<file path="src/rtl/rxcond_guard.sv">
module rxcond_guard #(
  parameter int         W        = 8,
  parameter int         AW       = 5,
  parameter logic [4:0] EVT_ADDR = 5'h0E,
  parameter logic [4:0] INT_ADDR = 5'h04,
  parameter logic [4:0] CMP_ADDR = 5'h1C,
  parameter int         INH_BIT  = 0
) (
  input  logic          clk,
  input  logic          rst_n,
  input  logic [W-1:0]  line_set,
  input  logic [AW-1:0] bus_addr,
  input  logic          bus_rd,
  input  logic          bus_wr,
  input  logic [W-1:0]  bus_wdata,
  output logic [W-1:0]  bus_rdata,
  output logic          cond_inhibit
);

  logic [W-1:0] cond_q, snap_q, cond_d, stale, int_view;
  logic         inh_q;

  wire sel_evt = (bus_addr == AW'(EVT_ADDR));
  wire sel_int = (bus_addr == AW'(INT_ADDR));
  wire sel_cmp = (bus_addr == AW'(CMP_ADDR));

  wire wr_evt = bus_wr & sel_evt;
  wire wr_int = bus_wr & sel_int;
  wire wr_cmp = bus_wr & sel_cmp;
  wire rd_evt = bus_rd & sel_evt & ~bus_wr;

  assign stale  = cond_q ^ snap_q;
  assign cond_d = (wr_evt ? ((cond_q & stale) | (bus_wdata & ~stale)) : cond_q) | line_set;

  always_ff @(posedge clk) begin
    if (!rst_n) begin
      cond_q <= '0;
      snap_q <= '0;
      inh_q  <= 1'b0;
    end else begin
      cond_q <= cond_d;
      if (wr_cmp)      snap_q <= bus_wdata;
      else if (rd_evt) snap_q <= cond_q;
      if (wr_evt && (|stale))              inh_q <= 1'b1;
      else if (wr_int && bus_wdata[INH_BIT]) inh_q <= 1'b0;
    end
  end

  always_comb begin
    int_view          = '0;
    int_view[INH_BIT] = inh_q;
    unique case (1'b1)
      sel_evt: bus_rdata = cond_q;
      sel_int: bus_rdata = int_view;
      sel_cmp: bus_rdata = snap_q;
      default: bus_rdata = '0;
    endcase
  end

  assign cond_inhibit = inh_q;

endmodule

</file>
<file path="config.mk">
export PLATFORM = sky130hd
export DESIGN_NAME = rxcond_guard
export DESIGN_NICKNAME = d
export VERILOG_FILES = /design/src/rtl/rxcond_guard.sv
export SDC_FILE = /design/constraint.sdc
export NUM_CORES = 1
export LEC_CHECK = 0
export ABC_AREA = 1
export BUFFER_PORTS_ARGS = -buffer_cell sky130_fd_sc_hd__buf_4
export CORE_UTILIZATION = 54
export CTS_CLUSTER_SIZE = 25
export DETAILED_ROUTE_END_ITERATION = 7
export PLACE_DENSITY_LB_ADDON = 0.25
export REMOVE_ABC_BUFFERS = 1
export SLEW_MARGIN = 15
export SYNTH_ARGS = -nofsm -noshare
export SYNTH_HDL_FRONTEND = slang
export SYNTH_SLANG_ARGS = --single-unit
</file>
<file path="constraint.sdc">
create_clock -name clk -period 1.8 [get_ports clk]
set_clock_uncertainty 0.1 [all_clocks]
set_input_delay 0.27 -clock clk [delete_from_list [all_inputs] [get_ports clk]]
set_output_delay 0.27 -clock clk [all_outputs]
set_load 0.005 [all_outputs]
</file>
==> results of run 1 <==
[power by group]
part	internal, µW	switching [µW]	total, µW
Clock	83.2	147	230
Combinational	70.2	81.4	152
Sequential	392	14.5	407
Total	546	243	789
[sequential cells by signal, indices dropped and copies added, names as in the netlist]
signal / cells
cond_q: 8
snap_q: 8
cond_inhibit: 1
[final cells by class]
| type | instances | area (µm²) |
|---|---|---|
| timing repair buffer | 34 | 255 |
| inverter | 39 | 146 |
| clock buffer | 3 | 22.5 |
| fill | 163 | 548 |
| multi-input combinational | 129 | 631 |
| tap | 27 | 33.8 |
| clock inverter | 1 | 5.00 |
| sequential | 17 | 340 |
[metal layers]
metal / vias to the layer above / track usage [%] / wire length, µm
li1: 666 / - / -
met1: 561 / 32.3 / 1280
met2: 63 / 48.1 / 1370
met3: 5 / 4.15 / 225
met4: 0 / 9.44 / 43
met5: - / 0 / 0
[critical path: stages]
cell     delay (ns)
buf_4          0.13
nor2_1         0.16
nand3_1        0.29
inv_1          0.16
nand2_1        0.06
o21ai_0        0.09
buf_4          0.14
[worst max-delay path by stage]
| stage | endpoint | slack, ns |
|---|---|---|
| 2_1_floorplan | snap_q[2] | 0.47 |
| 3_5_place_dp | bus_rdata[7] | 0.17 |
| 5_1_grt | bus_rdata[7] | 0.02 |
| 3_3_place_gp | bus_rdata[0] | 0.23 |
| 6_report | bus_rdata[7] | 0.14 |
| 4_1_cts | bus_rdata[7] | 0.18 |
[through the flow]
stage	cell area (µm²)	util (%)	hold slack, ns	cells	power [µW]
2_1_floorplan	1120	-	0.268	185	492
3_5_place_dp	1410	71.0	0.376	246	565
5_1_grt	1430	72.3	0.122	250	820
4_1_cts	1430	72.3	0.115	250	787
6_report	1430	72.3	0.110	250	789
3_3_place_gp	1410	71.0	0.367	246	558
[logic make-up after synthesis]
logic type | after synthesis | synth area share, %
xor gates and xnor gates | 2 | 1.54
AOI/OAI and AO/OA | 41 | 19.5
DFF | 17 | 29.9
and+or+nand+nor | 86 | 34.2
buffers and inverters | 42 | 14.8
[synthesized netlist by cell type]
| library cell | count | area, µm² |
|---|---|---|
| nand2_1 | 40 | 150 |
| inv_1 | 35 | 131 |
| nor2_1 | 26 | 97.6 |
| dfxtp_1 | 17 | 340 |
| a21oi_1 | 15 | 75.1 |
| o21ai_1 | 13 | 65.1 |
| nand3_1 | 7 | 35.0 |
| o22ai_1 | 6 | 37.5 |
| o21ai_0 | 4 | 20.0 |
| inv_2 | 3 | 11.3 |
| nand4_1 | 3 | 18.8 |
| nand2_2 | 2 | 12.5 |
| nand3b_1 | 2 | 15.0 |
| nor2_4 | 2 | 22.5 |
| xnor2_1 | 2 | 17.5 |
| buf_4 | 1 | 7.51 |
| buf_6 | 1 | 11.3 |
| clkbuf_1 | 1 | 3.75 |
| clkinv_1 | 1 | 3.75 |
| nand3_2 | 1 | 10.0 |
| nand3_4 | 1 | 17.5 |
| nor2_2 | 1 | 6.26 |
| nor3_1 | 1 | 5.00 |
| o211ai_1 | 1 | 7.51 |
| o21ai_2 | 1 | 8.76 |
| o221ai_1 | 1 | 8.76 |
==> summary.md, run 1 <==
| Metric | Value |
|---|---|
| Library cells used by synthesis | 26 |
| FMAX | ~0.60 GHz |
| Status | complete, no violations |
| Crit path launch type | primary input |
| Layout cells sized above 1 | 22.0% |
| Row cnt | 16 |
| RSZ-0062 raised after global routing | no |
| Clk pin slew, worst setup/hold paths | 0.12 ns |
| Post-DR wirelength/cell | 11.7 µm |
| Mapped cell area | 0.00114 mm² |
| Post-route setup TNS | 0 ns |
| Routed Antenna Nets | 0 |
| Vias per cell | 5.18 |
| Leakage | 0.000712 µW |
| Seq cells post-synth | 17 |
| Initial Util | about 58% |
| Most common cell after layout, fill and taps aside | nand2_1 |
| Final GP Congestion | roughly 0.87 |
| R2r startpoint | cond_q[1] |
| CTS Buf Count | 3 |
| Sequential share of the synthesized area | between 20% and 30% |
| Die area | 0.00230 mm² |
| Warnings, synthesis | 0 |
| MaxCap Viol Count | 0 |
| Nets | 249 |
| CTS resizes | 0 |
| Post-CTS Hold Buffers | 0 |
| Hold path cells | 3 |
| Power Dens Cells | around 550 mW/mm² |
| Worst vdd ir | between 0.4 and 0.5 mV |
| Worst relative slew slack | roughly 76% |
| Reg2Reg Setup Slack | roughly 0.6 ns |
| Core box area | 0.00198 mm² |
| Final period utilization | roughly 90% |
| Vias in the first global route | 1074 |
| H-tree levels | 1 |
| HP Class | in -> reg |
| Commonest cells after routing, fill and taps aside | nand2_1, inv_1, buf_4 |
| CTS Root Cell | clkbuf_4 |
| Post-Syn Area per Cell | 6.06 µm² |
| Port bufs | 33 |
| Pre-CTS setup slack | 0.173 ns |
| Clock Sinks | 17 |
| First-pass GRT wire length | 4330 µm |
| Min-delay src | rst_n |
| WP data arrival | roughly 1.3 ns |
| Pin count of the biggest net entering global routing | 15 |
| Routed WL | 2920 µm |
| Setup ws final | 0.135 ns |
| CP max FO | 7 |
| Initial antenna violation count | 0 |
| Chip Height | 47.9 µm |
| Post-route minimum period | 1.66 ns |
| Area Overhead vs Synth | 25.8% |
| Clock tree buffer depth | 2 |
| Critical R2R Capture | cond_inhibit |
| R2R cell count | 8 |
| WS Path Type | in -> out |
| Hold path endpoint | cond_q[4] |
| Critical Path Start | bus_addr[0] |
| Skew-Pair Late Insertion Delay | 0.31 ns |
| CTS tree | built |
| Final hold violations | 0 |
| Drt drc | 0 |
| Max Slew Vio Count | 0 |
| Routed via count | 1295 |
| Grt ovf | 0 |
| Post-Syn Instances | 188 |
| Diodes inserted | 0 |
| Die width | ~48 µm |
| Overall Global Routing Usage | between 20% and 30% |
| Critical path required time | between 1 and 1.5 ns |
| Detailed-placement wirelength estimate | 2190 µm |
| # IOs | 34 |
| DRT iter0 DRCs | 70 |
| Nature of the critical path endpoint | output pin |
| Post CTS Setup Buffer Count | 0 |
| Tightest Pin Transition | about 0.36 ns |
| Initial DRT Pass Iterations | 4 |
| Final setup vio count | 0 |
(Power assumes the default switching activity.)
==> inputs of run 2 (changes only) <==
--- a/config.mk
+++ b/config.mk
@@ -7,7 +7,10 @@
 export LEC_CHECK = 0
 export ABC_AREA = 1
 export BUFFER_PORTS_ARGS = -buffer_cell sky130_fd_sc_hd__buf_4
-export CORE_UTILIZATION = 54
+export CELL_PAD_IN_SITES_DETAIL_PLACEMENT = 0
+export CELL_PAD_IN_SITES_GLOBAL_PLACEMENT = 1
+export CORE_UTILIZATION = 38
+export CTS_BUF_LIST = sky130_fd_sc_hd__clkbuf_4
 export CTS_CLUSTER_SIZE = 25
 export DETAILED_ROUTE_END_ITERATION = 7
 export PLACE_DENSITY_LB_ADDON = 0.25
==> constraint.sdc (replaced) <==
create_clock -name clk -period 2.1 [get_ports clk]
set_clock_uncertainty 0.1 [all_clocks]
set_input_delay 0.315 -clock clk [delete_from_list [all_inputs] [get_ports clk]]
set_output_delay 0.315 -clock clk [all_outputs]
set_load 0.005 [all_outputs]
==> run 2 against run 1 <==
The flow now finishes with violations (DRC). Global-route usage down 6.9 points. Sequential share of layout area is 0.12 points lower. Critical path depth unchanged. Setup slack improved by 0.21 ns. Highest routed layer unchanged. Clock power decreased by 13%. Flip-flop and latch count stayed put. First-iteration DRC count increased by 14%. Non-clock buffer count unchanged.
==> summary.md, run 2 (same netlist as run 1, synthesis figures left out) <==
| Metric | Value |
|---|---|
| Die width | 56.8 µm (was 47.9 µm) |
| Grt ovf | 0 (unchanged) |
| HP Class | in -> reg (unchanged) |
| Clock Sinks | 17 (unchanged) |
| Failing checks | DRC |
| Critical Path Most Common Cell | buf_4 (unchanged) |
| Leakage | 0.000713 µW (was 0.000712 µW) |
| Clock tree buffer depth | 2 (unchanged) |
| Sequential Area | 340 µm² (unchanged) |
| Pin count of the biggest net entering global routing | 15 (unchanged) |
| DRT iter0 DRCs | 80 (was 70) |
| Power Dens Cells | 469 mW/mm² (was 550 mW/mm²) |
| Max Slew Vio Count | 0 (unchanged) |
| Die area | 0.00322 mm² (was 0.00230 mm²) |
| Tightest Pin Transition | 0.376 ns (was 0.360 ns) |
| Chip Height | 56.8 µm (was 47.9 µm) |
| Vias in the first global route | 1151 (was 1074) |
| Worst vdd ir | 0.344 mV (was 0.443 mV) |
| Final hold violations | 0 (unchanged) |
| Nature of the critical path endpoint | output pin (unchanged) |
| CP peak stage delay | 0.31 ns (was 0.29 ns) |
| CTS Buf Count | 3 (unchanged) |
| Drt drc | 6 (was 0) |
| Crit path buffers/inverters | 3 (unchanged) |
| Final setup vio count | 0 (unchanged) |
| Overall Global Routing Usage | 19.9% (was 26.9%) |
| Skew-Pair Late Insertion Delay | 0.30 ns (was 0.31 ns) |
| CP max stage cell | nand3_1 (unchanged) |
| Final Non-Filler Cells | 254 (was 250) |
| Tot Pwr | 676 µW (was 789 µW) |
| Routed WL | 2970 µm (was 2920 µm) |
| Nets | 249 (unchanged) |
| Area occupied by multi-input gates | 631 µm² (unchanged) |
| CTS tree | built (unchanged) |
| Top Family by Delay on Critical Path | simple AND/OR/NAND/NOR gates (unchanged) |
| Routed via count | 1235 (was 1295) |
| CP max FO | 7 (unchanged) |
| # IOs | 34 (unchanged) |
| Worst relative slew slack | 74.9% (was 76.0%) |
| MaxCap Viol Count | 0 (unchanged) |
| Cells along the critical path | buf_4, nor2_1, nand3_1, inv_1, nand2_1, o21ai_0, buf_4 (unchanged) |
| CTS resizes | 0 (unchanged) |
| Post-CTS Hold Buffers | 0 (unchanged) |
| Post-route setup TNS | 0 ns (unchanged) |
| Routed Antenna Nets | 0 (unchanged) |
| Initial DRT Pass Iterations | 6 (was 4) |
| Post CTS Setup Buffer Count | 0 (unchanged) |
| CTS Root Cell | clkbuf_4 (unchanged) |
| Layout cells sized above 1 | 22.0% (unchanged) |
| Port bufs | 33 (unchanged) |
| Initial Util | 40.6% (was 57.5%) |
| Post-Place Cells | 250 (was 246) |
| Clk pin slew, worst setup/hold paths | 0.10 ns (was 0.12 ns) |
| Row cnt | 19 (was 16) |
| Critical path required time | 1.68 ns (was 1.43 ns) |
| Area Overhead vs Synth | 26.5% (was 25.8%) |
| Final period utilization | 83.7% |
| WP data arrival | 1.34 ns (was 1.29 ns) |
| Diodes inserted | 0 (unchanged) |
| Core box area | 0.00281 mm² (was 0.00198 mm²) |
| Final GP Congestion | 0.787 (was 0.874) |
| H-tree levels | 1 (unchanged) |
| Fillers | 295 (was 163) |
| Crit path launch type | primary input (unchanged) |
| RSZ-0062 raised after global routing | no (unchanged) |
| First-pass GRT wire length | 4970 µm (was 4330 µm) |
| Vias per cell | 4.86 (was 5.18) |
| Initial antenna violation count | 0 (unchanged) |
| Most common cell after layout, fill and taps aside | nand2_1 (unchanged) |
| Status | complete, but fails checks (was complete, no violations) |
| Post-DR wirelength/cell | 11.7 µm (about the same) |
| Post-route minimum period | 1.76 ns |
| FMAX | 0.569 GHz |
| Commonest cells after routing, fill and taps aside | nand2_1, inv_1, buf_4 (unchanged) |
| WS Path Type | in -> out (unchanged) |
| Detailed-placement wirelength estimate | 2220 µm (was 2190 µm) |
run 2: through the flow:
step	hold slack, ns	area [µm²]	utilization, %	setup WS [ns]
after floorplan	0.313	1120	-	0.722
after global placement	0.366	1410	50.3	0.385
after detailed placement	0.380	1410	50.3	0.350
after CTS	0.159	1440	51.4	0.349
after global routing	0.171	1440	51.4	0.210
final	0.158	1440	51.4	0.343
run 2: final cells by class:
cell class / count / share of cell area, %
inverter: 39 / 10.2
clock buffer: 4 / 2.08
sequential: 17 / 23.6
timing repair buffer: 34 / 17.7
tap: 31 / 2.69
multi-input combinational: 129 / 43.8
run 2: layer usage:
metal  share of wire (%)  track usage, %
met5                   0               0
met2                  46            34.0
met3                 4.6            4.61
met1                  48            25.3
met4                0.84            4.88
run 2: worst register-to-register path, delay by kind of cell, from the launching register on:
family,cells,cell delay (ns)
and+or+nand+nor,6,0.50
DFF,1,0.34
buffers and inverters,1,0.08
AOI/OAI and AO/OA,1,0.07
run 2: power by group:
group | leakage, µW | switching (µW) | internal, µW
Sequential | 0.000140 | 12.0 | 336
Combinational | 0.000555 | 68.4 | 60.1
Clock | 0.0000184 | 113 | 86.9
run 2: final timing paths:
check | start | end | slack (ns) | cells past startpoint
hold / removal | line_set[7] | cond_q[7] | 0.16 | 3
setup / recovery | bus_addr[0] | bus_rdata[7] | 0.34 | 7
hold reg to reg | snap_q[5] | snap_q[5] | 0.39 | 2
setup reg to reg | cond_q[6] | cond_inhibit | 0.88 | 8
==> inputs of run 3 (changes only) <==
--- a/config.mk
+++ b/config.mk
@@ -5,11 +5,11 @@
 export SDC_FILE = /design/constraint.sdc
 export NUM_CORES = 1
 export LEC_CHECK = 0
-export ABC_AREA = 1
+export ABC_AREA = 0
 export BUFFER_PORTS_ARGS = -buffer_cell sky130_fd_sc_hd__buf_4
 export CELL_PAD_IN_SITES_DETAIL_PLACEMENT = 0
 export CELL_PAD_IN_SITES_GLOBAL_PLACEMENT = 1
-export CORE_UTILIZATION = 38
+export CORE_UTILIZATION = 34
 export CTS_BUF_LIST = sky130_fd_sc_hd__clkbuf_4
 export CTS_CLUSTER_SIZE = 25
 export DETAILED_ROUTE_END_ITERATION = 7
==> constraint.sdc (replaced) <==
create_clock -name clk -period 1.44 [get_ports clk]
set_clock_uncertainty 0.1 [all_clocks]
set_input_delay 0.216 -clock clk [delete_from_list [all_inputs] [get_ports clk]]
set_output_delay 0.216 -clock clk [all_outputs]
set_load 0.005 [all_outputs]
==> run 3 against run 2 <==
The run still ends with DRC left. Flip-flop and latch count stayed put. Power is 58% higher. Area after synthesis is 6.3% lower. Wire length is 12% higher. Core utilization is 9.8 points higher. Critical path depth is 1 lower. Non-clock buffer count is 36 higher. Cell count is 8.7% lower. Largest power group unchanged. Register-to-register slack worse by 0.81 ns.
==> summary.md, run 3 <==
| Metric | Value |
|---|---|
| Leakage | 0.000775 µW (was 0.000713 µW) |
| Tot Pwr | 1070 µW (was 676 µW) |
| Final period utilization | between 90% and 100% |
| MaxCap Viol Count | 0 (unchanged) |
| Diodes inserted | 0 (unchanged) |
| Pre-CTS setup slack | -0.106 ns (was 0.350 ns) |
| Grt ovf | 0 (unchanged) |
| Core box area | 0.00288 mm² (was 0.00281 mm²) |
| Psw | 294 µW (was 193 µW) |
| Post-Syn Instances | 122 (was 188) |
| Fin Hold WS | 0.0228 ns (was 0.158 ns) |
| Seq cells post-synth | 17 (unchanged) |
| Synth async-reset ratio | 0% (unchanged) |
| RSZ-0062 raised after global routing | yes (was no) |
| CTS Buf Count | 3 (unchanged) |
| Chip Height | 58.1 µm (was 56.8 µm) |
| Compound-Gate Fraction of Synth Area | 35.2% (was 19.5%) |
| Drt drc | 3 (was 6) |
| Sequential Area | 362 µm² (was 340 µm²) |
| Final GP Congestion | 0.764 (was 0.787) |
| Routed via count | 1248 (was 1235) |
| Library cells used by synthesis | 31 (was 26) |
| Synth Area in Adders | 0% (unchanged) |
| FMAX | 0.698 GHz |
| CP max FO | 5 (was 7) |
| Area Overhead vs Synth | 64.6% (was 26.5%) |
| Tightest Pin Transition | 0.386 ns (was 0.376 ns) |
| Routed Antenna Nets | 0 (unchanged) |
| Die width | 58.1 µm (was 56.8 µm) |
| Final setup vio count | 0 (unchanged) |
| Worst relative slew slack | 74.3% (was 74.9%) |
| # IOs | 34 (unchanged) |
| Detailed-placement wirelength estimate | 2500 µm (was 2220 µm) |
| Crit path launch type | primary input (unchanged) |
| Pin count of the biggest net entering global routing | 15 (unchanged) |
| Final core utilization | 61.2% (was 51.4%) |
| Mux contribution to synthesized area | 0% (unchanged) |
| Failing checks | DRC (unchanged) |
| Initial DRT Pass Iterations | 6 (unchanged) |
| Commonest cells after routing, fill and taps aside | buf_4, nand2_1, buf_6 (was nand2_1, inv_1, buf_4) |
| Post-synth top cells | dfxtp_1, nand2_1, a21oi_1 (was nand2_1, inv_1, nor2_1, dfxtp_1, a21oi_1) |
| Synth top area cells | dfxtp_1, xor2_1, a22o_1 (was dfxtp_1, nand2_1, inv_1) |
| Nets | 216 (was 249) |
| DRT iter0 DRCs | 93 (was 80) |
| Comb power frac | 25.9% (was 19.0%) |
| Simple-Gate Fraction of Synth Area | 21.9% (was 34.2%) |
| Area occupied by multi-input gates | 737 µm² (was 631 µm²) |
| Worst vdd ir | 0.403 mV (was 0.344 mV) |
| Largest family of logic cells by synthesized area | compound AO/OA/AOI/OAI gates (was simple AND/OR/NAND/NOR gates) |
| Post-route minimum period | 1.43 ns |
| Vias in the first global route | 1219 (was 1151) |
| Internal | 772 µW (was 483 µW) |
| Status | complete, but fails checks (unchanged) |
| WP data arrival | 1.12 ns (was 1.34 ns) |
| Skew-Pair Late Insertion Delay | 0.29 ns (was 0.30 ns) |
| Clock tree buffer depth | 2 (unchanged) |
| Overall Global Routing Usage | 21.4% (was 19.9%) |
| Clock Sinks | 17 (unchanged) |
| Post-synth EDFFs | 0 (unchanged) |
| Final hold violations | 0 (unchanged) |
| XOR/XNOR share of the synthesized area | 6.56% (was 1.54%) |
| Layout cells sized above 1 | 51.6% (was 22.0%) |
| First-pass GRT wire length | 5430 µm (was 4970 µm) |
| Synth Flop Type | dfxtp_1 (unchanged) |
| Row cnt | 19 (unchanged) |
| Nature of the critical path endpoint | output pin (unchanged) |
| Clock Power Share | 26.5% (was 29.5%) |
| Post-Syn Area per Cell | 8.76 µm² (was 6.06 µm²) |
| Die area | 0.00337 mm² (was 0.00322 mm²) |
| Post-synth top area share | 31.9% (was 29.9%) |
| CTS tree | built (unchanged) |
| Sequential share of the synthesized area | 31.9% (was 29.9%) |
| Mapped cell area | 0.00107 mm² (was 0.00114 mm²) |
| Post-DR wirelength/cell | 14.3 µm (was 11.7 µm) |
| Power Dens Cells | 606 mW/mm² (was 469 mW/mm²) |
| Initial antenna violation count | 0 (unchanged) |
| Vias per cell | 5.38 (was 4.86) |
| CTS Root Cell | clkbuf_4 (unchanged) |
| Cell taking the most area after synthesis | dfxtp_1 (unchanged) |
| HP Class | in -> reg (unchanged) |
| Clk pin slew, worst setup/hold paths | 0.10 ns (about the same) |
| Post-CTS Hold Buffers | 0 (unchanged) |
| Cell with the most instances after synthesis | dfxtp_1 (was nand2_1) |
| WS Path Type | in -> out (unchanged) |
| Routed WL | 3330 µm (was 2970 µm) |
| Warnings, synthesis | 0 (unchanged) |
| Initial Util | 37.1% (was 40.6%) |
| Fillers | 268 (was 295) |
| Most common cell after layout, fill and taps aside | buf_4 (was nand2_1) |
| Max Slew Vio Count | 0 (unchanged) |
| Reg2Reg Setup Slack | 0.07 ns (was 0.88 ns) |
| Flop pwr share | 47.7% (was 51.5%) |
| Setup ws final | 0.00757 ns (was 0.343 ns) |
| H-tree levels | 1 (unchanged) |
| Port bufs | 33 (unchanged) |
| Critical path required time | 1.12 ns (was 1.68 ns) |
| Sw frac | 27.6% (was 28.6%) |
## run 3: changes by cell type after synthesis, sizes merged, moves of 5 or more
cell,before,now
o22ai,6,0
nand2,42,14
nor2,29,6
xor2,0,8
a21oi,15,10
a22o,0,7
o31ai,0,8
o21ai,18,0
nand3,9,4
inv,38,0
a311oi,0,6
a31oi,0,8
o21a,0,8
## run 3: worst max-delay path: stages
cell     delay (ns)
buf_4          0.12
and2b_1        0.17
and2_4         0.17
buf_6          0.12
a22o_1         0.18
buf_4          0.13
## run 3: worst paths after layout
path,to,start,cells after the start
min,cond_q[4],line_set[4],2
min reg2reg,snap_q[3],snap_q[3],2
max,bus_rdata[3],bus_addr[1],6
max reg2reg,cond_inhibit,snap_q[0],5
## run 3: final cells by class
cell class / count / area share (%)
clock buffers: 4 / 1.71
inverters: 1 / 0.213
multi-input cells: 98 / 41.9
well taps: 42 / 2.99
repair buffers: 70 / 32.6
flip-flops and latches: 17 / 20.6
## run 3: kinds of logic (layout without fill, tap and decap cells)
group,after synthesis,count (layout)
AOI/OAI and AO/OA,52,52
and+or+nand+nor,38,38
DFF,17,17
xor gates and xnor gates,8,8
buffers and inverters,7,75
## run 3: what timing repair did
| action | 4_1_cts | 5_1_grt |
|---|---|---|
| setup buffers | 2 | 4 |
| setup endpoints to repair | 9 | 9 |
| pin swaps | 9 | 11 |
| gates resized for setup | 19 | 19 |
## run 3: power by group through the flow
stage | clock network [µW] | logic [µW] | registers (µW)
2_1_floorplan | 0 | 83.7 | 522
3_3_place_gp | 0 | 241 | 515
3_5_place_dp | 0 | 245 | 517
4_1_cts | 294 | 262 | 507
5_1_grt | 316 | 299 | 510
6_report | 282 | 276 | 508
## run 3: through the flow
stage | cells | setup TNS [ns] | area [µm²]
6_report | 232 | 0 | 1760
5_1_grt | 232 | -0.188 | 1760
4_1_cts | 232 | 0 | 1700
3_5_place_dp | 229 | -0.848 | 1610
3_3_place_gp | 229 | -0.510 | 1610
2_1_floorplan | 116 | 0 | 1020
## run 3: metal layers
layer | global-route usage, % | vias to the layer above | part of all wire, %
met4 | 8.84 | 0 | 1.0
met2 | 35.0 | 39 | 48
met5 | 0 | - | 0
met3 | 2.68 | 4 | 4.5
li1 | - | 611 | -
met1 | 28.6 | 594 | 46
